<file path="src/rtl/lcdma_pkg.sv">
package lcdma_pkg;
  localparam int PW = 16;

  // chroma threshold: half of luma, rounded up
  function automatic logic [PW-1:0] chroma_thr(input logic [PW-1:0] t);
    return (t >> 1) + PW'(t[0]);
  endfunction

  function automatic logic [PW-1:0] events_per_line(input logic [PW-1:0] len,
                                                    input logic [PW-1:0] thr);
    return (thr == '0) ? '0 : len / thr;
  endfunction

  function automatic logic cfg_bad(input logic [PW-1:0] len, input logic [PW-1:0] thr);
    logic [2*PW-1:0] need;
    if (thr == '0) return 1'b1;
    if ((len % thr) != '0) return 1'b1;
    need = (2*PW)'(events_per_line(len, thr)) * (2*PW)'(chroma_thr(thr));
    return need > (2*PW)'(len >> 1);
  endfunction
endpackage

</file>
<file path="src/rtl/lcdma_cfg.sv">
module lcdma_cfg #(
  parameter int THR_W = 8,
  parameter int LEN_W = 8
) (
  input  logic             clk,
  input  logic             rst_n,
  input  logic             cap_en,
  input  logic [THR_W-1:0] thr_in,
  input  logic [LEN_W-1:0] len_in,
  output logic [THR_W-1:0] luma_thr,
  output logic [THR_W-1:0] chroma_thr,
  output logic [LEN_W-1:0] epl,
  output logic             err
);
  import lcdma_pkg::*;

  logic [THR_W-1:0] thr_q;
  logic [LEN_W-1:0] len_q;

  always_ff @(posedge clk) begin
    if (!rst_n) begin
      thr_q <= '0;
      len_q <= '0;
    end else if (!cap_en) begin
      thr_q <= thr_in;
      len_q <= len_in;
    end
  end

  assign luma_thr   = thr_q;
  assign chroma_thr = THR_W'(lcdma_pkg::chroma_thr(PW'(thr_q)));
  assign epl        = LEN_W'(events_per_line(PW'(len_q), PW'(thr_q)));
  assign err        = cfg_bad(PW'(len_q), PW'(thr_q));

  // captured settings frozen during capture
  a_r2_frozen: assert property (@(posedge clk) disable iff (!rst_n)
    (cap_en && $past(cap_en)) |-> ($stable(thr_q) && $stable(len_q)));
endmodule

</file>
<file path="src/rtl/lcdma_chan.sv">
module lcdma_chan #(
  parameter int THR_W = 8,
  parameter int LEN_W = 8,
  parameter int LVL_W = 10
) (
  input  logic             clk,
  input  logic             rst_n,
  input  logic             run,
  input  logic             line_start,
  input  logic             wr,
  input  logic             rd,
  input  logic [THR_W-1:0] thr,
  input  logic [LEN_W-1:0] epl,
  output logic             evt
);
  logic [LVL_W-1:0] avail;
  logic             armed;
  logic [THR_W-1:0] drain;
  logic [LEN_W-1:0] cnt;
  logic             fire;
  logic             rearm;

  assign fire  = run && armed && (avail >= LVL_W'(thr)) && (cnt < epl);
  assign rearm = !armed && rd && ((drain + THR_W'(1)) == thr);

  always_ff @(posedge clk) begin
    if (!rst_n || !run) begin
      avail <= '0;
      armed <= 1'b1;
      drain <= '0;
      cnt   <= '0;
      evt   <= 1'b0;
    end else begin
      avail <= avail + LVL_W'(wr) - (fire ? LVL_W'(thr) : '0);
      evt   <= fire;
      if (fire) begin
        armed <= 1'b0;
        drain <= '0;
      end else if (rearm) begin
        armed <= 1'b1;
        drain <= '0;
      end else if (!armed && rd) begin
        drain <= drain + THR_W'(1);
      end
      cnt <= line_start ? LEN_W'(fire) : cnt + LEN_W'(fire);
    end
  end

  // strobe lasts one cycle
  a_r4_one_cycle: assert property (@(posedge clk) disable iff (!rst_n)
    evt |=> !evt);
  // re-arming only follows a read acknowledge
  a_r5_rearm_by_read: assert property (@(posedge clk) disable iff (!rst_n)
    (run && $past(run) && $rose(armed)) |-> $past(rd));
  // per-line event count never above quota
  a_r6_quota: assert property (@(posedge clk) disable iff (!rst_n)
    cnt <= epl);
  // no strobe after an idle cycle
  a_r8_quiet: assert property (@(posedge clk) disable iff (!rst_n)
    !run |=> !evt);
endmodule

</file>
<file path="src/rtl/lc_dma_evtgen.sv">
module lc_dma_evtgen #(
  parameter int THR_W = 8,
  parameter int LEN_W = 8,
  parameter int LVL_W = 10
) (
  input  logic             clk,
  input  logic             rst_n,
  input  logic             cap_en,
  input  logic [THR_W-1:0] luma_thr_dw,
  input  logic [LEN_W-1:0] line_len_dw,
  input  logic             line_start,
  input  logic             y_wr,
  input  logic             cb_wr,
  input  logic             cr_wr,
  input  logic             y_rd,
  input  logic             cb_rd,
  input  logic             cr_rd,
  output logic             y_evt,
  output logic             cb_evt,
  output logic             cr_evt,
  output logic             cfg_err
);
  localparam int NCH = 3;

  logic [THR_W-1:0] thr_y, thr_c;
  logic [LEN_W-1:0] epl;
  logic             run;
  logic [NCH-1:0]   wr_v, rd_v, evt_v;

  assign wr_v = {cr_wr, cb_wr, y_wr};
  assign rd_v = {cr_rd, cb_rd, y_rd};

  lcdma_cfg #(.THR_W(THR_W), .LEN_W(LEN_W)) u_cfg (
    .clk(clk), .rst_n(rst_n), .cap_en(cap_en),
    .thr_in(luma_thr_dw), .len_in(line_len_dw),
    .luma_thr(thr_y), .chroma_thr(thr_c), .epl(epl), .err(cfg_err)
  );

  assign run = cap_en && !cfg_err;

  for (genvar i = 0; i < NCH; i++) begin : g_ch
    lcdma_chan #(.THR_W(THR_W), .LEN_W(LEN_W), .LVL_W(LVL_W)) u_ch (
      .clk(clk), .rst_n(rst_n), .run(run), .line_start(line_start),
      .wr(wr_v[i]), .rd(rd_v[i]),
      .thr((i == 0) ? thr_y : thr_c), .epl(epl), .evt(evt_v[i])
    );
  end

  assign y_evt  = evt_v[0];
  assign cb_evt = evt_v[1];
  assign cr_evt = evt_v[2];

  // chroma threshold is luma halved, rounded up
  a_r3_half: assert property (@(posedge clk) disable iff (!rst_n)
    ({1'b0, thr_c, 1'b0} == {1'b0, 1'b0, thr_y}) ||
    ({1'b0, thr_c, 1'b0} == ({1'b0, 1'b0, thr_y} + 1'b1)));
endmodule

</file>
<file path="config.mk">
export PLATFORM = sky130hd
export DESIGN_NAME = lc_dma_evtgen
export DESIGN_NICKNAME = d
export VERILOG_FILES = /design/src/rtl/lcdma_pkg.sv /design/src/rtl/lcdma_cfg.sv /design/src/rtl/lcdma_chan.sv /design/src/rtl/lc_dma_evtgen.sv
export SDC_FILE = /design/constraint.sdc
export NUM_CORES = 1
export LEC_CHECK = 0
export ABC_AREA = 1
export ABC_CLOCK_PERIOD_IN_PS = 54800
export BUFFER_PORTS_ARGS = -buffer_cell sky130_fd_sc_hd__buf_2
export CORE_ASPECT_RATIO = 1.4
export CORE_MARGIN = 1.5
export CORE_UTILIZATION = 50
export DETAILED_ROUTE_END_ITERATION = 12
export PLACE_DENSITY = 0.66
export SYNTH_ARGS = -nofsm -noshare
export SYNTH_HDL_FRONTEND = slang
export SYNTH_HIERARCHICAL = 1
export SYNTH_SLANG_ARGS = --single-unit
</file>
<file path="constraint.sdc">
create_clock -name clk -period 54.8 [get_ports clk]
set_input_delay 8.22 -clock clk [delete_from_list [all_inputs] [get_ports clk]]
set_output_delay 8.22 -clock clk [all_outputs]
set_load 0.03 [all_outputs]
</file>
==> results_dict.tcl, run 1 <==
set metrics [dict create \
    outcome "finished clean" \
    routed_via_density 5.30 \
    start_util 0.505 \
    required_ns 46.58 \
    synth_top_area_cell "ha_1" \
    numPortBuffers 29 \
    wl_per_cell_um 14.5 \
    postRouteAntennaNets 0 \
    gp_congestion 0.907 \
    tritoncts "yes" \
    clockBufferDepth 2 \
    crit_slowest_cell "a221oi_1" \
    wirelength_um 44500 \
    synth-async-reset-ratio 0 \
    htree_levels 3 \
    synth_compound_area_frac 0.126 \
    drc 0 \
    slowest_delay_ns 0.66 \
    antenna_found_initial 0 \
    cap_violations 0 \
    path_class "flip-flop to output pin" \
    synth_ff_type "dfxtp_1" \
    clk_pin_slew_ns 0.08 \
    crit_arrival_ns 34.90 \
    post_cts_buffers 0 \
    worst_pin_slew_ns 0.928 \
    maxSlewHeadroom 0.379 \
    synth_edf_count 0 \
    period_needed_ns 43.12 \
    layout-area-overhead-vs-synth_pct 6.53 \
    io_pins 30 \
    grt_pass1_wl_um 74600 \
    m1WireLength_um 17600 \
    synth_fa_ha_area_frac 0.297 \
    die_h_um 222 \
    crit_path_max_fanout 17 \
    synth_top_family_by_area "simple AND/OR/NAND/NOR gates" \
    grt_start_max_net_pins 34 \
    setup_viol 0 \
    maxSlewViolCount 0 \
    synth_area_leaders "ha_1 19%, nand2_1 13%, dfxtp_1 12%" \
    n_antenna_cell 0 \
    clock_skew_ns 0.00847 \
    core_area_mm2 0.0339 \
    synth_cell_type_count 60 \
    drive_gt1_frac 0.0732 \
    grt_pass1_vias 16364 \
    synth.top_cell.area_share 0.194 \
    endpoint_kind "output pin" \
    grt_remaining_overflow 0 \
    syn_area_mm2 0.0171 \
    synth_simple_gate_area_frac 0.305 \
    cts_hold_buf 0 \
    synthXorXnorAreaFrac 0.0460 \
    die_area_mm2 0.0354 \
    ctsResizeCount 0 \
    dp_hpwl_um 36900 \
    clock_sinks 100 \
    path_buf_inv 28 \
    wl_met3_um 1210 \
    dpl_cell_area_mm2 0.0180 \
    routed-wl-met2_um 23700 \
    nets 2999 \
    rows 80 \
    final.setup.tns_ns 0 \
    critPathLaunchType "flip-flop" \
    crit_top_cell "nand2_1" \
    drtIter0Drc 635 \
    min_path_type "flip-flop to flip-flop" \
    top_layer "met4" \
    postLayoutCellArea_mm2 0.0183 \
    period_share 0.787 \
    yosysWarnings 6 \
    rsz0062_at_grt "false" \
    syn_avg_cell_area_um2 6.70 \
    die_w_um 159 \
    syn-instance-count 2557 \
    synth-seq-cells 100 \
    grt_use_total 0.257 \
    synth_seq_area_share 0.117 \
    root_buffer "clkbuf_16" \
    drtPass1Iterations 8 \
    max_freq_mhz 23.2 \
    via_count 16302 \
    crit_family "compound AO/OA/AOI/OAI gates" \
    finalHoldViolations 0 \
    synth_mux_area_frac 0.00175 \
    cts_inserted_buffers 9 \
    clkLatencyLatePin_ns 0.36 \
]
==> cell type report <==
class	count	area, µm²
sequential	100	2000
fill	3450	15700
timing repair buffer	45	265
inverter	456	1720
clock inverter	5	35.0
clock buffer	11	243
tap	451	564
multi-input combinational	2007	13400
==> cell usage in the layout (no fill, tap or decap), types with 47 or more instances in the layout <==
cell,instances
xor2_1,47
a21oi_1,138
inv_1,426
o21ai_0,117
dfxtp_1,100
fa_1,88
nand2_1,578
ha_1,266
nand3_1,167
nor2_1,225
==> worst paths after layout <==
kind	startpoint	to	slack, ns	depth (start not counted)
worst max-delay path	u_cfg/luma_thr[0]$_SDFFE_PN0N_	cfg_err	11.68	215
worst min-delay path	g_ch[2].u_ch/cnt[4]$_SDFF_PP0_	g_ch[2].u_ch/cnt[4]$_SDFF_PP0_	0.50	1
worst max register to register	u_cfg/luma_thr[0]$_SDFFE_PN0N_	g_ch[0].u_ch/avail[6]$_SDFF_PP0_	16.69	233
worst min register to register	g_ch[2].u_ch/cnt[4]$_SDFF_PP0_	g_ch[2].u_ch/cnt[4]$_SDFF_PP0_	0.50	1
==> worst reg2reg max path, delay by kind of cell, from the launching register on <==
kind,cells,cell delay (ns)
buf+inv,31,3.55
simple gates,105,13.29
compound gates,73,12.74
flops,1,0.60
fa+ha+maj,24,7.82
==> flip-flops by register name (all words and copies together), names as in the netlist <==
register and flops:
g_ch.u_ch/drain 24, g_ch.u_ch/avail 30, u_cfg/len_q 8, g_ch.u_ch/evt 3, u_cfg/luma_thr 8, g_ch.u_ch/armed 3
g_ch.u_ch/cnt 24
==> synth_stat cells, drive strengths merged, types with 28 or more instances <==
library cell  count
a21oi           140
dfxtp           100
fa               88
ha              266
inv             447
nand2           604
nand3           196
nor2            250
nor3             28
o21ai           154
xnor2            43
xor2             47
==> per-layer routing <==
metal | GRT usage | vias to the layer above
li1 | - | 8331
met1 | 0.271 | 7558
met2 | 0.505 | 296
met3 | 0.0234 | 117
met4 | 0.118 | 0
met5 | 0 | -
==> stage by stage <==
| stage | instances | hold WS [ns] | util | setup slack [ns] |
|---|---|---|---|---|
| after CTS | 3075 | 0.505 | 0.538 | 11.74 |
| after floorplan | 2588 | 0.466 | - | 16.21 |
| after global placement | 3059 | 0.481 | 0.530 | 13.44 |
| after detailed placement | 3059 | 0.488 | 0.530 | 12.29 |
| final | 3075 | 0.503 | 0.538 | 11.68 |
| after global routing | 3075 | 0.532 | 0.538 | 8.44 |
==> kinds of logic after synthesis <==
family          count (synthesis)
simple gates                 1148
buf+inv                       481
compound gates                379
fa+ha+maj                     354
flops                         100
xor+xnor                       90
mux                             3
other cells                     2
Power of run 1 is not shown: default switching activity piles up to over one toggle a cycle in this logic, so the estimate is an artifact.
==> run 2, diff against run 1 <==
ABC_AREA = 0   (was 1)
ABC_CLOCK_PERIOD_IN_PS = 37700   (was 54800)
PLACE_DENSITY = 0.68   (was 0.66)
clock period = 37.7 ns   (was 54.8 ns; I/O delays follow)
==> run 2 against run 1 <==
Compared with the run above: the flow now finishes with violations (setup timing); sequential share of layout area decreased by 1.2 points; count of clock-buffer cells in the layout unchanged; final cell count decreased by 7.7%; worst setup slack got worse by 12 ns; first-iteration DRC count increased by 20%; highest routed layer is now met5; global-route usage increased by 2.1 points; critical path depth decreased by 44; synthesized area increased by 1.0%; critical endpoint unchanged; critical path type unchanged; die area increased by 1.0%.
==> results_dict.tcl, run 2 <==
set metrics [dict create \
    outcome "finished, violations left" \
    failed_checks "setup timing" \
    rsz0062_at_grt "true" \
    clock_sinks 100 \
    htree_levels 3 \
    fin_ws_ns -0.157 \
    drtPass1Iterations 5 \
    setup_viol 1 \
    antenna_found_initial 1 \
    wl_per_cell_um 17.9 \
    fin_util 0.605 \
    die_area_mm2 0.0358 \
    syn_avg_cell_area_um2 8.01 \
    period_needed_ns 37.86 \
    largestRegisters "g_ch.u_ch/avail: 30 flops, g_ch.u_ch/cnt: 24 flops, g_ch.u_ch/drain: 24 flops" \
    synth-async-reset-ratio 0 \
    slowest_delay_ns 0.57 \
    clk_pin_slew_ns 0.07 \
    maxSlewViolCount 0 \
    largest_reg_flops 30 \
    drc 0 \
    critPathLaunchType "flip-flop" \
    crit_top_cell "o21a_1" \
    nets 2762 \
    synth_top_area_cell "ha_1" \
    grt_pass1_wl_um 80400 \
    nFillCells 3030 \
    clkLatencyLatePin_ns 0.38 \
    crit_path_max_fanout 8 \
    grt_remaining_overflow 0 \
    yosysWarnings 6 \
    synth-seq-cells 100 \
    max_freq_mhz 26.4 \
    synth_common_cells "266 x ha_1, 216 x inv_1, 196 x nor2_1, 170 x nand2_1, 100 x dfxtp_1" \
    synth_seq_area_share 0.116 \
    synth.top_cell.area_share 0.192 \
    layout-area-overhead-vs-synth_pct 19.3 \
    cts_hold_buf 0 \
    gp_congestion 0.964 \
    synth_ff_type "dfxtp_1" \
    syn_area_mm2 0.0173 \
    cap_violations 0 \
    synth_cell_type_count 110 \
    endpoint_kind "output pin" \
    dp_hpwl_um 39300 \
    numPortBuffers 29 \
    wirelength_um 50700 \
    crit_arrival_ns 32.20 \
    drive_gt1_frac 0.194 \
    rows 80 \
    cts_inserted_buffers 9 \
    start_util 0.507 \
    core_area_mm2 0.0341 \
    synth_area_leaders "ha_1 19%, dfxtp_1 12%, fa_1 10%" \
    most-common-layout-cells "243 x ha_1, 212 x inv_1, 192 x buf_4, 187 x nor2_1, 166 x nand2_1" \
    maxSlewHeadroom 0.349 \
    layout_commonest_cell "ha_1" \
    postRouteAntennaNets 0 \
    syn-instance-count 2161 \
    worst_pin_slew_ns 0.975 \
    path_class "flip-flop to output pin" \
    crit_slowest_cell "or4_1" \
    synth_edf_count 0 \
    period_share 1.00 \
    routed_via_density 5.90 \
    min_path_type "flip-flop to flip-flop" \
    root_buffer "clkbuf_16" \
    io_pins 30 \
    die_w_um 160 \
    top_register "g_ch.u_ch/avail" \
    finalHoldViolations 0 \
    via_count 16762 \
    tritoncts "yes" \
    required_ns 32.04 \
    grt_use_total 0.277 \
    grt_start_max_net_pins 32 \
    die_h_um 223 \
    synth_most_common_cell "ha_1" \
    drtIter0Drc 761 \
    clock_skew_ns 0.00921 \
    grt_pass1_vias 16571 \
    clockBufferDepth 2 \
]
-- run 2: changes by cell type in the layout (fill, tap and decap cells not counted), moves of 44 or more --
| cell | previous run | this run |
|---|---|---|
| nor3_1 | 27 | 96 |
| a21oi_1 | 138 | 67 |
| nand3_1 | 167 | 61 |
| buf_4 | 16 | 192 |
| nor2b_1 | 1 | 47 |
| o21ai_0 | 117 | 51 |
| inv_1 | 426 | 212 |
| nand2_1 | 578 | 166 |
| o21a_1 | 13 | 57 |
-- run 2: metal layers --
metal / global-route usage / part of all wire / up-vias
met3: 0.0236 / 0.034 / 158
met2: 0.528 / 0.52 / 410
li1: - / - / 8103
met5: 0 / 0.00014 / -
met1: 0.300 / 0.39 / 8089
met4: 0.152 / 0.054 / 2
-- run 2: cell type report --
type | instances | area, µm² | area share
Timing Repair Buffer | 226 | 1650 | 0.0800
Inverter | 216 | 818 | 0.0396
Multi-Input combinational cell | 1829 | 15300 | 0.742
Sequential cell | 100 | 2010 | 0.0974
Tap cell | 451 | 564 | 0.0273
Antenna cell | 1 | 2.50 | 0.000121
Clock buffer | 11 | 243 | 0.0118
Clock inverter | 5 | 35.0 | 0.00170
-- run 2: repair_timing --
item / CTS / global route
pin swaps: 40 / 99
setup buffers: 33 / 45
endpoints found under the setup margin: 1 / 14
cloned: 0 / 0
gates resized for setup: 40 / 94
-- run 2: worst paths after layout --
kind | start | end | slack (ns) | cells after the start
setup reg to reg | u_cfg/luma_thr[7]$_SDFFE_PN0N_ | g_ch[0].u_ch/avail[8]$_SDFF_PP0_ | 2.35 | 187
setup / recovery | u_cfg/luma_thr[7]$_SDFFE_PN0N_ | cfg_err | -0.16 | 171
hold / removal | g_ch[0].u_ch/cnt[7]$_SDFF_PP0_ | g_ch[0].u_ch/cnt[7]$_SDFF_PP0_ | 0.53 | 2
hold reg to reg | g_ch[0].u_ch/cnt[7]$_SDFF_PP0_ | g_ch[0].u_ch/cnt[7]$_SDFF_PP0_ | 0.53 | 2
-- run 2: worst max-delay path, delay by kind of cell (launching register included) --
kind	cells	cell delay, ns
AO/OA/AOI/OAI	99	16.83
XOR/XNOR	1	0.16
adder cells (fa/ha/maj)	20	5.80
buffers and inverters	8	0.90
flip-flops	1	0.34
multiplexers	3	0.90
AND/OR/NAND/NOR	40	6.84
-- run 2: per-stage QoR --
| stage | setup slack [ns] | cell area [µm²] | TNS (ns) | cells | hold WS, ns |
|---|---|---|---|---|---|
| after detailed placement | -1.04 | 19100 | -1.04 | 2744 | 0.505 |
| after global routing | -1.82 | 20600 | -1.82 | 2838 | 0.544 |
| after CTS | 0.0109 | 19900 | 0 | 2793 | 0.528 |
| after global placement | -0.0920 | 19100 | -0.0920 | 2744 | 0.500 |
| after floorplan | 0.0351 | 17800 | 0 | 2192 | 0.483 |
| final | -0.157 | 20600 | -0.157 | 2839 | 0.525 |
-- run 2: cells by family after synthesis --
| kind of cell | Yosys count | synth area share |
|---|---|---|
| mux | 54 | 0.0335 |
| flops | 100 | 0.116 |
| simple gates | 775 | 0.225 |
| compound gates | 472 | 0.200 |
| buf+inv | 263 | 0.0594 |
| other cells | 2 | 0.000434 |
| xor+xnor | 140 | 0.0708 |
| fa+ha+maj | 355 | 0.295 |
Power of run 2 is left out for the same reason.
